`src/rtl/tcs_pkg.sv`:
```
package tcs_pkg;

   localparam int unsigned TCS_N_TAPS = 4;

   typedef enum logic [2:0] {
      SRC_OFF      = 3'b000,
      SRC_SYS      = 3'b001,
      SRC_DIV_A    = 3'b010,
      SRC_DIV_B    = 3'b011,
      SRC_DIV_C    = 3'b100,
      SRC_DIV_D    = 3'b101,
      SRC_PIN_FALL = 3'b110,
      SRC_PIN_RISE = 3'b111
   } tcs_src_e;

   function automatic logic tcs_is_div(input logic [2:0] code);
      return (code >= 3'b010) && (code <= 3'b101);
   endfunction

   function automatic logic tcs_is_pin(input logic [2:0] code);
      return code[2] & code[1];
   endfunction

endpackage

```
`src/rtl/tcs_prescaler.sv`:
```
module tcs_prescaler #(
   parameter int unsigned CNT_W  = 10,
   parameter int unsigned N_TAPS = 4,
   parameter int unsigned TAP_EXP [N_TAPS] = '{3, 6, 8, 10}
) (
   input  logic              clk_i,
   input  logic              rst_ni,
   input  logic              clr_i,
   output logic [N_TAPS-1:0] tap_o
);

   logic [CNT_W-1:0] cnt_q;

   always_ff @(posedge clk_i) begin
      if (!rst_ni || clr_i) begin
         cnt_q <= '0;
      end else begin
         cnt_q <= cnt_q + 1'b1;
      end
   end

   for (genvar g = 0; g < N_TAPS; g++) begin : g_tap
      if (TAP_EXP[g] < 1 || TAP_EXP[g] > CNT_W) begin : g_bad
         $error("tcs_prescaler: tap exponent out of counter range");
      end
      if (g > 0) begin : g_order
         if (TAP_EXP[g] <= TAP_EXP[g-1]) begin : g_bad_order
            $error("tcs_prescaler: tap exponents must increase");
         end
      end
      localparam logic [CNT_W-1:0] MASK = CNT_W'((64'd1 << TAP_EXP[g]) - 64'd1);
      assign tap_o[g] = ((cnt_q & MASK) == MASK);
   end

endmodule

```
`src/rtl/tcs_pin_edge.sv`:
```
module tcs_pin_edge #(
   parameter int unsigned SYNC_STAGES = 2
) (
   input  logic clk_i,
   input  logic rst_ni,
   input  logic pin_i,
   output logic rise_o,
   output logic fall_o
);

   if (SYNC_STAGES < 2) begin : g_bad_sync
      $error("tcs_pin_edge: at least two synchronizer stages required");
   end

   logic [SYNC_STAGES-1:0] sync_q;
   logic                   last_q;

   always_ff @(posedge clk_i) begin
      if (!rst_ni) begin
         sync_q <= '0;
      end else begin
         sync_q <= {sync_q[SYNC_STAGES-2:0], pin_i};
      end
   end

   always_ff @(posedge clk_i) begin
      if (!rst_ni) begin
         last_q <= 1'b0;
      end else begin
         last_q <= sync_q[SYNC_STAGES-1];
      end
   end

   assign rise_o =  sync_q[SYNC_STAGES-1] & ~last_q;
   assign fall_o = ~sync_q[SYNC_STAGES-1] &  last_q;

endmodule

```
`src/rtl/tmr_clk_src_sel.sv`:
```
module tmr_clk_src_sel #(
   parameter int unsigned PRESC_W     = 10,
   parameter int unsigned DIV_A_EXP   = 3,
   parameter int unsigned DIV_B_EXP   = 6,
   parameter int unsigned DIV_C_EXP   = 8,
   parameter int unsigned DIV_D_EXP   = 10,
   parameter int unsigned SYNC_STAGES = 2
) (
   input  logic       clk_i,
   input  logic       rst_ni,
   input  logic [2:0] sel_i,
   input  logic       presc_clr_i,
   input  logic       ext_pin_i,
   output logic       cnt_en_o
);

   import tcs_pkg::*;

   localparam int unsigned N_TAPS = TCS_N_TAPS;
   localparam int unsigned TAP_EXP [N_TAPS] = '{DIV_A_EXP, DIV_B_EXP, DIV_C_EXP, DIV_D_EXP};

   if (PRESC_W < DIV_D_EXP) begin : g_bad_width
      $error("tmr_clk_src_sel: prescaler too narrow for the slowest tap");
   end

   logic [N_TAPS-1:0] tap;
   logic              pin_rise;
   logic              pin_fall;
   logic              tick_d;
   logic              cnt_en_q;

   tcs_prescaler #(
      .CNT_W  (PRESC_W),
      .N_TAPS (N_TAPS),
      .TAP_EXP(TAP_EXP)
   ) presc_i (
      .clk_i (clk_i),
      .rst_ni(rst_ni),
      .clr_i (presc_clr_i),
      .tap_o (tap)
   );

   tcs_pin_edge #(
      .SYNC_STAGES(SYNC_STAGES)
   ) pin_i (
      .clk_i (clk_i),
      .rst_ni(rst_ni),
      .pin_i (ext_pin_i),
      .rise_o(pin_rise),
      .fall_o(pin_fall)
   );

   always_comb begin
      unique case (tcs_src_e'(sel_i))
         SRC_OFF:      tick_d = 1'b0;
         SRC_SYS:      tick_d = 1'b1;
         SRC_DIV_A:    tick_d = tap[0];
         SRC_DIV_B:    tick_d = tap[1];
         SRC_DIV_C:    tick_d = tap[2];
         SRC_DIV_D:    tick_d = tap[3];
         SRC_PIN_FALL: tick_d = pin_fall;
         SRC_PIN_RISE: tick_d = pin_rise;
         default:      tick_d = 1'b0;
      endcase
   end

   always_ff @(posedge clk_i) begin
      if (!rst_ni) begin
         cnt_en_q <= 1'b0;
      end else begin
         cnt_en_q <= tick_d;
      end
   end

   assign cnt_en_o = cnt_en_q;

endmodule

```
`config.mk`:
```
export PLATFORM = sky130hd
export DESIGN_NAME = tmr_clk_src_sel
export DESIGN_NICKNAME = d
export VERILOG_FILES = /design/src/rtl/tcs_pkg.sv /design/src/rtl/tcs_prescaler.sv /design/src/rtl/tcs_pin_edge.sv /design/src/rtl/tmr_clk_src_sel.sv
export SDC_FILE = /design/constraint.sdc
export NUM_CORES = 1
export LEC_CHECK = 0
export ABC_AREA = 1
export CAP_MARGIN = 15
export CORE_MARGIN = 4
export CORE_UTILIZATION = 48
export DETAILED_ROUTE_END_ITERATION = 12
export DONT_BUFFER_PORTS = 1
export SYNTH_ARGS = -nofsm -noshare
export SYNTH_HDL_FRONTEND = slang
export SYNTH_SLANG_ARGS = --single-unit
```
`constraint.sdc`:
```
create_clock -name clk_i -period 1.6 [get_ports clk_i]
set_clock_uncertainty 0.1 [all_clocks]
set_input_delay 0.08 -clock clk_i [delete_from_list [all_inputs] [get_ports clk_i]]
set_output_delay 0.08 -clock clk_i [all_outputs]
set_load 0.1 [all_outputs]
```
==> reports/results.ini <==
[placement]
gp_congestion=0.7142
post-place-ws_ns=0.3322
place_inst=104
port_buffers=0
place_hpwl_um=810.8

[layout]
syn2layout_area_growth_pct=18.97
layout_commonest_cell=nand2_1
stdcell_count=115
layout-drive-gt1-share=0.2000
antenna_cells=0
utilization=0.6135
layout_common_cells=19 x nand2_1, 15 x nor2_1, 14 x inv_1, 12 x dfxtp_1
final_nets=110

[flow_run]
cap_violations=0

[worst_setup_path]
crit_required_ns=1.72
worst-path-max-fanout=5
worst_setup_path_end_kind=flip-flop
crit_top_cell=nor2_1
startpoint_type=flip-flop
critPathKind=flip-flop to flip-flop
cp.arrival_ns=1.39
cp_cell_sequence=ha_1 > nand3_2 > nor2_4 > nand2_1 > nor2_1 > nor2_1 > nor2_1
cp_slowest_cell=dfxtp_1
ff2ff_setup_slack_ns=0.33
cp_slowest_stage_delay_ns=0.35

[logic_synthesis]
synth_nets=98
ys_ff_latch=14
syn_area_per_cell_um2=7.634
yosysSeqAreaShare=0.4125
synth.distinct_cells=18
syn_inst=89
yosys_warnings=0
syn-cell-area_um2=679.4

[global_routing]
grt_overflow=0
grt-busiest-layer=met2
met2_usage=0.2284
gr-usage-met1=0.1401
grt_max_degree=9
gr-usage-all-layers=0.1356
antenna_found_initial=0
use_met3=0.02372
grt_pass1_vias=514
grt_pass1_wl_um=1945

[floorplanning]
rows=13
ioPinCount=8
fp.dieH_um=45.62
die_area_um2=2081
core-area_um2=1318
die_w_um=45.62
initial_utilization=0.5157

[clock_network]
clkTransAtPathRegs_ns=0.08
clk_latency_ns=0.28
clockBufferDepth=2
htreeDepth=1
cts_tree=done
cts-root-buf=clkbuf_4
clock-sinks=14
cts_inserted_buffers=3

[sta]
rsz0062_at_grt=no
worstMarginPinSlew_ns=0.3931
hold_viol=1
period_minus_slack_ns=1.270
fmax_mhz=787.4
slew-limit-headroom=0.7379
worst_slack_ns=0.3300
hold_ws_ns=-0.009085
fin_setup_tns_ns=0
fin_crit_sh=0.7937
setup_violations=0
slew_viol_final=0

[drt]
first_pass_iters=2
antenna_left=0
dr_total_vias=534
drcViolationCount=0
drt-wirelength-per-cell_um=9.504
drtIter0Drc=8
wl_um=1093
via_per_inst=4.643

[power]
peakVddDrop_mv=0.4497
p_leak_nw=0.3436
power.density_nw_per_um2=827.4

[min_path]
hp-class=primary input to flip-flop

[run_status]
status=complete, but fails checks
failed_checks=negative hold slack

-- cells by family after synthesis --
kind of cell / count (synthesis) / synth area share
flip-flops: 14 / 0.4125
buffers and inverters: 16 / 0.1179
XOR/XNOR: 1 / 0.01289
adder cells (fa/ha/maj): 2 / 0.03683
AND/OR/NAND/NOR: 48 / 0.3278
AO/OA/AOI/OAI: 8 / 0.09208
-- routing by layer --
metal | share of wire | routed length (um)
met1 | 0.46 | 505
met4 | 0.033 | 36
met5 | 0 | 0
met3 | 0.039 | 43
met2 | 0.46 | 508
-- registers in the layout, indices dropped and copies added, names as in the netlist --
signal and cells:
presc_i.cnt_q 10, pin_i.sync_q 2, cnt_en_o 1, pin_i.last_q 1
-- worst paths after layout --
kind | from | to | depth (start not counted)
max | presc_i.cnt_q[0] | cnt_en_o | 7
min | sel_i[0] | cnt_en_o | 5
max reg2reg | presc_i.cnt_q[0] | cnt_en_o | 7
min reg2reg | pin_i.sync_q[0] | pin_i.sync_q[1] | 2
-- area by class of cell --
cell class	instances	area (um^2)
Clock buffer	4	36.28
Inverter	15	68.82
Multi-Input combinational cell	59	326.6
Fill cell	132	509.2
Timing Repair Buffer	8	75.07
Tap cell	15	18.77
Sequential cell	14	282.8
-- worst max-delay path: cells and delay by family, from the launching register on --
family	cells	cell delay, ns
fa+ha+maj	1	0.19
flops	1	0.35
simple gates	6	0.57
-- synth_stat cells (all sizes together) --
library cell	number	area, um^2
and2	1	6.260
o21ai	3	22.52
clkinv	1	16.27
dfxtp	14	280.3
nand2	20	75.07
ha	2	25.02
nor2	18	90.08
xor2	1	8.760
inv	14	52.55
buf	1	11.26
a21oi	4	27.53
nand3	8	45.04
or2	1	6.260
a211oi	1	12.51
-- through the flow --
stage / cell area (um^2) / hold WS [ns] / total power (W)
after floorplan: 679.4 / 0.07345 / 0.0004074
after global placement: 694.4 / 0.07382 / 0.0004116
after detailed placement: 694.4 / 0.08153 / 0.0004123
after CTS: 790.8 / 0.03114 / 0.0006816
final: 808.3 / -0.009085 / 0.0006688
after global routing: 808.3 / 0.05300 / 0.0006980
-- what timing repair did --
item	4_1_cts	5_1_grt
hold buffers	6	1
hold endpoints to repair	4	1
buffers inserted	0	1
gates resized for setup	0	4
setup endpoints to repair	0	1
-- where the power goes --
part           switching, W  internal [W]
registers        0.00000339      0.000355
clock network      0.000112      0.000138
logic             0.0000349     0.0000248
Note: power is estimated with default switching activity, not from simulation.
